[src/rtl/cfgLatchPkg.sv]
package cfgLatchPkg;
  typedef struct packed {
    logic loadDrv;
    logic loadTest;
    logic loadPwr;
    logic clrDrv;
    logic clrTest;
    logic clrPwr;
  } latchCtl_t;
endpackage

[src/rtl/cfgSync.sv]
module cfgSync #(
  parameter int WIDTH  = 1,
  parameter int STAGES = 2
) (
  input  logic             clk,
  input  logic [WIDTH-1:0] d,
  output logic [WIDTH-1:0] q
);
  logic [WIDTH-1:0] stage [STAGES];

  always_ff @(posedge clk) stage[0] <= d;

  for (genvar i = 1; i < STAGES; i++) begin : g_stage
    always_ff @(posedge clk) stage[i] <= stage[i-1];
  end

  assign q = stage[STAGES-1];
endmodule

[src/rtl/cfgLatchCtl.sv]
module cfgLatchCtl
  import cfgLatchPkg::*;
#(
  parameter int SYNC_STAGES = 2
) (
  input  logic      clk,
  input  logic      rstN,
  input  logic      drvStrobe,
  input  logic      testStrobe,
  input  logic      pwrStrobe,
  output latchCtl_t ctl
);
  logic [3:0] syncIn;
  logic [3:0] syncOut;
  logic       rstActive;
  logic       drvOpen;
  logic       testOpen;
  logic       pwrOpen;

  assign syncIn = {rstN, drvStrobe, testStrobe, pwrStrobe};

  cfgSync #(.WIDTH(4), .STAGES(SYNC_STAGES)) u_ctlSync (
    .clk (clk),
    .d   (syncIn),
    .q   (syncOut)
  );

  assign rstActive = ~syncOut[3];
  assign drvOpen   = syncOut[2];
  assign testOpen  = syncOut[1];
  assign pwrOpen   = syncOut[0];

  always_comb begin
    ctl          = '0;
    // reset wins over an open strobe for driver and power latches
    ctl.clrDrv   = rstActive;
    ctl.loadDrv  = drvOpen & ~rstActive;
    ctl.clrPwr   = rstActive;
    ctl.loadPwr  = pwrOpen & ~rstActive;
    // self-test latch: reset only acts while the latch is closed
    ctl.loadTest = testOpen;
    ctl.clrTest  = rstActive & ~testOpen;
  end
endmodule

[src/rtl/cfgLatchDp.sv]
module cfgLatchDp
  import cfgLatchPkg::*;
#(
  parameter int NUM_CH      = 4,
  parameter int SYNC_STAGES = 2,
  localparam int BUS_W      = 2 * NUM_CH
) (
  input  logic              clk,
  input  logic [BUS_W-1:0]  cfgBus,
  input  latchCtl_t         ctl,
  output logic [BUS_W-1:0]  busSync,
  output logic [NUM_CH-1:0] drvEn,
  output logic [NUM_CH-1:0] txNormal,
  output logic [NUM_CH-1:0] rxNormal,
  output logic [NUM_CH-1:0] rxPwrEn
);
  logic [NUM_CH-1:0] txSide;
  logic [NUM_CH-1:0] rxSide;

  cfgSync #(.WIDTH(BUS_W), .STAGES(SYNC_STAGES)) u_busSync (
    .clk (clk),
    .d   (cfgBus),
    .q   (busSync)
  );

  for (genvar ch = 0; ch < NUM_CH; ch++) begin : g_split
    assign txSide[ch] = busSync[2*ch];
    assign rxSide[ch] = busSync[2*ch+1];
  end

  always_ff @(posedge clk) begin
    if (ctl.clrDrv)       drvEn <= '0;
    else if (ctl.loadDrv) drvEn <= txSide;
  end

  always_ff @(posedge clk) begin
    if (ctl.clrTest) begin
      txNormal <= '1;
      rxNormal <= '1;
    end else if (ctl.loadTest) begin
      txNormal <= txSide;
      rxNormal <= rxSide;
    end
  end

  always_ff @(posedge clk) begin
    if (ctl.clrPwr)       rxPwrEn <= '0;
    else if (ctl.loadPwr) rxPwrEn <= rxSide;
  end
endmodule

[src/rtl/cfgLatchBank.sv]
module cfgLatchBank
  import cfgLatchPkg::*;
#(
  parameter int NUM_CH      = 4,
  parameter int SYNC_STAGES = 2,
  localparam int BUS_W      = 2 * NUM_CH
) (
  input  logic              clk,
  input  logic              rstN,
  input  logic [BUS_W-1:0]  cfgBus,
  input  logic              drvStrobe,
  input  logic              testStrobe,
  input  logic              pwrStrobe,
  output logic [NUM_CH-1:0] drvEn,
  output logic [NUM_CH-1:0] txNormal,
  output logic [NUM_CH-1:0] rxNormal,
  output logic [NUM_CH-1:0] rxPwrEn
);
  latchCtl_t        ctlBus;
  logic [BUS_W-1:0] busSync;

  cfgLatchCtl #(.SYNC_STAGES(SYNC_STAGES)) u_ctl (
    .clk        (clk),
    .rstN       (rstN),
    .drvStrobe  (drvStrobe),
    .testStrobe (testStrobe),
    .pwrStrobe  (pwrStrobe),
    .ctl        (ctlBus)
  );

  cfgLatchDp #(.NUM_CH(NUM_CH), .SYNC_STAGES(SYNC_STAGES)) u_dp (
    .clk      (clk),
    .cfgBus   (cfgBus),
    .ctl      (ctlBus),
    .busSync  (busSync),
    .drvEn    (drvEn),
    .txNormal (txNormal),
    .rxNormal (rxNormal),
    .rxPwrEn  (rxPwrEn)
  );
endmodule

[config.mk]
export PLATFORM = sky130hd
export DESIGN_NAME = cfgLatchBank
export DESIGN_NICKNAME = d
export VERILOG_FILES = /design/src/rtl/cfgLatchPkg.sv /design/src/rtl/cfgSync.sv /design/src/rtl/cfgLatchCtl.sv /design/src/rtl/cfgLatchDp.sv /design/src/rtl/cfgLatchBank.sv
export SDC_FILE = /design/constraint.sdc
export NUM_CORES = 1
export LEC_CHECK = 0
export CAP_MARGIN = 20
export CORE_UTILIZATION = 50
export CTS_CLUSTER_DIAMETER = 80
export DETAILED_ROUTE_END_ITERATION = 8
export GPL_TIMING_DRIVEN = 0
export PLACE_DENSITY = 0.91
export SETUP_SLACK_MARGIN = 0.1
export SYNTH_ARGS = -nofsm -noshare
export SYNTH_HDL_FRONTEND = slang
export SYNTH_HIERARCHICAL = 1
export SYNTH_SLANG_ARGS = --single-unit
[constraint.sdc]
create_clock -name clk -period 2.9 [get_ports clk]
set_input_delay 0.58 -clock clk [delete_from_list [all_inputs] [get_ports clk]]
set_output_delay 0.58 -clock clk [all_outputs]
set_load 0.05 [all_outputs]
Yosys cells after proc, flatten, opt, wreduce, memory -nomap -nowiden
Memories as Yosys holds them, arrays and structs flattened.
Cells that the tools add are included.
- register bits: 16
- RAM bits: 24
- input port bits: 13
- output and inout port bits: 16
- logic and storage cells: 11
- memories kept: 2
- bitwise operators: 5
- memories (memory ; depth ; bits a word ; rd ports ; clocked after Yosys merged registers in ; wr ports ; RTL line ; source):
    u_dp.u_busSync.stage ; 2 ; 8 ; 2 ; 0 ; 2 ; cfgSync.sv:9 ; logic [WIDTH-1:0] stage [STAGES];
    u_ctl.u_ctlSync.stage ; 2 ; 4 ; 2 ; 0 ; 2 ; cfgSync.sv:9 ;
- operators with widths (operator ; number):
    AND 1 bit ; 3
    inverter 1 bit ; 2

Depth between registers and ports, before layout
Gate-level depths: netlist of the first run.
- word-level depth: 2
- gate-level depth with buffers: 5

Modules after synthesis
The synthesis of the first run kept the hierarchy.
- modules (own cells, without submodules) (module ; instances ; cells an instance ; area an instance (um^2)):
    cfgLatchDp ; 1 ; 52 ; 583.1
    cfgSync (u_dp.u_busSync) ; 1 ; 24 ; 380.4
    cfgSync (u_ctl.u_ctlSync) ; 1 ; 12 ; 190.2
    cfgLatchCtl ; 1 ; 6 ; 35.0

Least setup slack after synthesis of the first run
OpenSTA, ideal clock, no wires.
- path type: register to output
- start: register u_dp.drvEn[0]
- end: output port drvEn[0]
- arrival time: 602 ps
- setup slack: 1718 ps
- cell stages (with the launch flop): 1
- cells stage by stage: dfxtp_1
- RTL lines (what ; RTL line ; source):
    start: declaration ; cfgLatchDp.sv:12 ; output logic [NUM_CH-1:0] drvEn,
    start signal: assignment ; cfgLatchDp.sv:33 ; else if (ctl.loadDrv) drvEn <= txSide;
    end: declaration ; cfgLatchBank.sv:14 ; output logic [NUM_CH-1:0] drvEn,
No word-level cell between the ends.

Worst setup path in the final report of the first run
- start: register u_dp.drvEn[2]
- end: output port drvEn[2]
No word-level cell between the ends.

==> results of run 1 <==
power by group through the flow:
stage | registers [W] | clock network, W | logic (W)
floorplan | 0.000665 | 0 | 0.0000502
global placement | 0.000607 | 0 | 0.000161
detailed placement | 0.000608 | 0 | 0.000166
CTS | 0.000596 | 0.000359 | 0.000166
global route | 0.000600 | 0.000387 | 0.000172
finish | 0.000596 | 0.000348 | 0.000165
worst min path at each step:
stage	to	slack (ns)
floorplan	u_ctl/u_ctlSync/stage[0][4]$_DFF_P_	0.31
CTS	u_dp/u_busSync/stage[0][14]$_DFF_P_	0.34
detailed placement	u_dp/u_busSync/stage[0][14]$_DFF_P_	0.31
finish	u_ctl/u_ctlSync/stage[0][6]$_DFF_P_	0.34
global route	u_ctl/u_ctlSync/stage[0][6]$_DFF_P_	0.34
global placement	u_ctl/u_ctlSync/stage[0][7]$_DFF_P_	0.31
per-layer routing:
metal	share of wire	wire length, um	vias up	GRT usage
li1	-	-	360	-
met2	0.51	924	19	0.276
met5	0	0	-	0
met3	0.052	93	4	0.0818
met4	0.015	27	0	0.0833
met1	0.42	759	323	0.170
stage by stage:
step	cells	worst slack, ns	utilization
2_1_floorplan	94	1.72	-
3_5_place_dp	150	1.17	0.673
5_1_grt	158	0.747	0.709
6_report	158	0.801	0.709
4_1_cts	158	0.781	0.709
3_3_place_gp	150	1.20	0.673
synthesized netlist by cell type:
library cell  instances  area, sq um
inv_1                 1         3.75
nor2_1                9         33.8
clkbuf_2              2         10.0
buf_6                 1         11.3
and2_1                2         12.5
a211o_2               6         60.1
mux2i_1               8         80.1
buf_4                14          105
nor2b_1               8         50.1
buf_1                 1         3.75
dfxtp_1              40          801
a211o_1               2         17.5
flip-flops by register name (all words and copies together), names as in the netlist:
signal / count
u_dp/drvEn: 4
u_dp/rxNormal: 4
u_dp/rxPwrEn: 4
u_ctl/u_ctlSync/stage: 8
u_dp/u_busSync/stage: 16
u_dp/txNormal: 4
cells by family (layout without fill, tap and decap cells):
family	Yosys count	in the layout	share of synthesized area
compound gates	8	8	0.0653
buf+inv	19	55	0.113
flops	40	40	0.674
mux	8	8	0.0674
simple gates	19	19	0.0811
final cells by class:
class                      count  area (sq um)  area share
sequential                    40           801       0.506
buffer                        18           130      0.0821
tap                           28          35.0      0.0221
clock inverter                 3          42.5      0.0269
multi-input combinational     35           254       0.160
inverter                       1          3.75     0.00237
timing repair buffer          28           280       0.177
clock buffer                   5          37.5      0.0237
==> flow_summary.toml, run 1 <==
[critical_path]
reg2reg_from = "u_ctl/u_ctlSync/stage[0][5]$_DFF_P_"
cp-startpoint = "u_dp/drvEn[2]$_SDFFE_PP0P_"
crit_family = "buffers and inverters"
ff2ff_setup_slack_ns = 1.76
crit_chain = "clkdlybuf4s50_1"
critical_path_class = "reg2out"
crit_arrival_ns = 1.52
worstReg2RegEnd = "u_dp/rxNormal[3]$_SDFFE_PP1P_"
r2r_cells = 4
cp_max_fo = 2
cp_slowest_cell = "clkdlybuf4s50_1"
cp.depth = 1
start_kind = "flop"
critPathCapture = "drvEn[2]"
required_ns = 2.32
cp.buffers_inverters = 1
max_stage_delay_ns = 0.82
crit_path_end_kind = "primary output"

[cts]
worstSkewPairLatency_ns = 0.33
clk_pin_slew_worst_paths_ns = 0.11
hold_buffers = 0
cts_buffers = 5
clockRootBuffer = "clkbuf_4"
cts.sinks = 40
post_cts_resized = 0
h-tree-depth = 2
tritoncts = "built"
post_cts_buffers = 0
cts_buffer_depth = 2

[yosys]
synth_cells = 94
synth-seq-cells = 40
syn-num-nets = 107
yosysWarnings = 6
synth_cell_type_count = 12
ys_seq_area_frac = 0.674
avgSynthCellArea_sq_um = 12.6
syn_area_sq_um = 1190

[power]
net-switching-power_w = 0.000271
power_w = 0.00111
powerDensity_nw_per_um2 = 700
ir_drop_uv = 709
p_clk_frac = 0.314
p_comb_frac = 0.149
intPower_w = 0.000838
seqPwrFrac = 0.537
swShare = 0.244
leakage_nw = 0.680

[sta]
post-route-min-period_ns = 2.10
relSlewSlack = 0.655
skew_ns = 0.00666
drv_slew = 0
fin_setup_tns_ns = 0
tightestPinTransition_ns = 0.516
fmax_ghz = 0.476
holdWs_ns = 0.337
fin_crit_sh = 0.724
rsz0062_at_grt = "no"
hold_viol_final = 0
setup_viol = 0

[floorplan]
rows = 17
coreArea_sq_um = 2230
design.portCount = 29
start_util = 0.532
die_w_um = 50.8
die_area_sq_um = 2580
die_h_um = 50.8

[status]
status = "finished, final reports clean"

[routing]
vias = 706
drc_errors = 0
wl_per_cell_um = 11.4
drtIter0Drc = 12
viasPerCell = 4.47
detail_route.wirelength_um = 1800
dr.pass1.iters = 3
final_antenna_net_count = 0

[job]
max_cap_viol_count = 0

[placed_design]
port_buffers = 28
place_congestion = 0.632
dpl-instance-area_sq_um = 1500
dp_hpwl_um = 1340

[cells_and_area]
drive_gt1_frac = 0.238
most-common-layout-cells = "40 x dfxtp_1, 28 x clkdlybuf4s50_1, 14 x buf_4"
n_antenna_cell = 0
final_common_cell = "dfxtp_1"
fillers = 168
fin_area_sq_um = 1580
syn2layout_area_growth_pct = 33.3
layout.nets = 142

[grt]
antenna_found_initial = 0
grt_use_total = 0.165
grt_max_degree = 14
grt_pass1_wl_um = 2890
grt_pass1_vias = 698
grt-ovfl-total = 0

[hold_path]
hold_path_class = "reg2reg"
hold_path_depth = 0
hp-start = "u_ctl/u_ctlSync/stage[0][2]$_DFF_P_"
Note: power is estimated with default switching activity, not from simulation.
==> run 2, diff against run 1 <==
CORE_UTILIZATION = 42   (was 50)
PLACE_DENSITY = 0.82   (was 0.91)
clock period = 1.7 ns   (was 2.9 ns; I/O delays follow)
==> run 2 against run 1 <==
Compared with the run above: clock power is 16% higher; sequential power is 69% higher; worst hold slack worse by 0.0018 ns; combinational power is 57% higher; global-route usage is 4.7 points lower; cell count is 0.63% higher; largest power group unchanged.
==> flow_summary.toml, run 2 (same netlist as run 1, synthesis figures left out) <==
[cells_and_area]
largest-register = "u_dp/u_busSync/stage"
syn2layout_area_growth_pct = 29.2
reg.largest.list = "u_dp/u_busSync/stage: 16 flops, u_ctl/u_ctlSync/stage: 8 flops"
fin_util = 0.598
largest_reg_flops = 16
layout.nets = 142
fillers = 223
n_antenna_cell = 0
drive_gt1_frac = 0.225
final_common_cell = "dfxtp_1"
most-common-layout-cells = "40 x dfxtp_1, 14 x dlygate4sd2_1, 14 x buf_4"

[floorplan]
start_util = 0.463
coreArea_sq_um = 2570
rows = 18
die_h_um = 55.2
die_area_sq_um = 3050
design.portCount = 29
die_w_um = 55.2

[sta]
fin_crit_sh = 0.911
layout_setup_ws_ns = 0.152
tightestPinTransition_ns = 0.497
fin_setup_tns_ns = 0
rsz0062_at_grt = "no"
drv_slew = 0
post-route-min-period_ns = 1.55
setup_viol = 0
hold_viol_final = 0
skew_ns = 0.00729
relSlewSlack = 0.670
fmax_ghz = 0.646
holdWs_ns = 0.335

[critical_path]
ff2ff_setup_slack_ns = 0.58
start_kind = "flop"
crit_path_end_kind = "primary output"
required_ns = 1.36
crit_chain = "dlygate4sd2_1"
reg2reg_from = "u_ctl/u_ctlSync/stage[0][5]$_DFF_P_"
cp.buffers_inverters = 1
crit_family = "buffers and inverters"
critPathCapture = "drvEn[3]"
crit_arrival_ns = 1.21
cp_slowest_cell = "dlygate4sd2_1"
cp-startpoint = "u_dp/drvEn[3]$_SDFFE_PP0P_"
worstReg2RegEnd = "u_dp/rxNormal[3]$_SDFFE_PP1P_"
cp.depth = 1
r2r_cells = 4
max_stage_delay_ns = 0.54
cp_max_fo = 2
critical_path_class = "reg2out"

[routing]
met1Wirelength_um = 681
met3_length_um = 110
final_antenna_net_count = 0
wl_per_cell_um = 9.77
route.top_layer_used = "met4"
dr.pass1.iters = 4
drtIter0Drc = 6
drc_errors = 0
vias = 676
detail_route.wirelength_um = 1550
wl_met2_um = 722
viasPerCell = 4.25

[cts]
h-tree-depth = 2
cts_buffers = 5
clockRootBuffer = "clkbuf_4"
cts_buffer_depth = 2
tritoncts = "built"
cts.sinks = 40
worstSkewPairLatency_ns = 0.32
post_cts_buffers = 0
clk_pin_slew_worst_paths_ns = 0.10

[power]
powerDensity_nw_per_um2 = 1090
leakage_nw = 0.702
ir_drop_uv = 811

[job]
max_cap_viol_count = 0

[placed_design]
place_ws_ns = 0.230
place_congestion = 0.679
port_buffers = 28

[grt]
antenna_found_initial = 0
grt_pass1_vias = 660
grt_max_degree = 12
grt_pass1_wl_um = 2730
grt_use_total = 0.118
grt-ovfl-total = 0

[hold_path]
hold_path_class = "reg2reg"

[status]
status = "finished, final reports clean"
==> run 2: changes by cell type in the layout (fill, tap and decap cells not counted), sizes merged <==
cell,delta
bufinv,-1
clkbuf,+1
clkdlybuf4s15,+2
clkdlybuf4s50,-16
clkinvlp,-1
dlygate4sd2,+14
==> run 2: how the worst min path moves through the flow <==
stage | start | end | slack, ns | cells after the start
after floorplan | u_ctl/u_ctlSync/stage[0][0]$_DFF_P_ | u_ctl/u_ctlSync/stage[0][4]$_DFF_P_ | 0.31 | 0
after global placement | u_dp/u_busSync/stage[0][2]$_DFF_P_ | u_dp/u_busSync/stage[0][10]$_DFF_P_ | 0.31 | 0
after detailed placement | u_dp/u_busSync/stage[0][6]$_DFF_P_ | u_dp/u_busSync/stage[0][14]$_DFF_P_ | 0.31 | 0
after CTS | u_dp/u_busSync/stage[0][6]$_DFF_P_ | u_dp/u_busSync/stage[0][14]$_DFF_P_ | 0.34 | 0
after global routing | u_dp/u_busSync/stage[0][0]$_DFF_P_ | u_dp/u_busSync/stage[0][8]$_DFF_P_ | 0.34 | 0
final | u_dp/u_busSync/stage[0][0]$_DFF_P_ | u_dp/u_busSync/stage[0][8]$_DFF_P_ | 0.34 | 0
==> run 2: metal layers <==
metal / GRT usage / up-vias
met5: 0 / -
met4: 0.0643 / 0
met3: 0.0585 / 5
met2: 0.188 / 19
met1: 0.128 / 291
li1: - / 361
==> run 2: cell type report <==
cell class,instances,area (sq um),share of cell area
buffer,18,130,0.0848
multi-input combinational,35,254,0.165
clock buffer,6,41.3,0.0269
tap,30,37.5,0.0244
sequential,40,801,0.522
clock inverter,1,5.00,0.00326
inverter,1,3.75,0.00244
timing repair buffer,28,263,0.171
==> run 2: timing repair <==
item                                    CTS  global route
resized for setup                        16             2
hold buffers                              0             0
endpoints found under the setup margin   16             2
gates cloned                              0             0
hold endpoints to repair                  0             0
==> run 2: power by group <==
group	internal [W]	total (W)	switching [W]
sequential	0.000996	0.00101	0.0000184
combinational	0.000109	0.000259	0.000150
clock	0.000152	0.000404	0.000252
total	0.00126	0.00168	0.000421
==> run 2: per-stage QoR <==
stage               cells  area (sq um)  power [W]
floorplan              94          1190    0.00122
global placement      152          1510    0.00131
detailed placement    152          1510    0.00132
CTS                   159          1530    0.00170
global route          159          1540    0.00177
finish                159          1540    0.00168
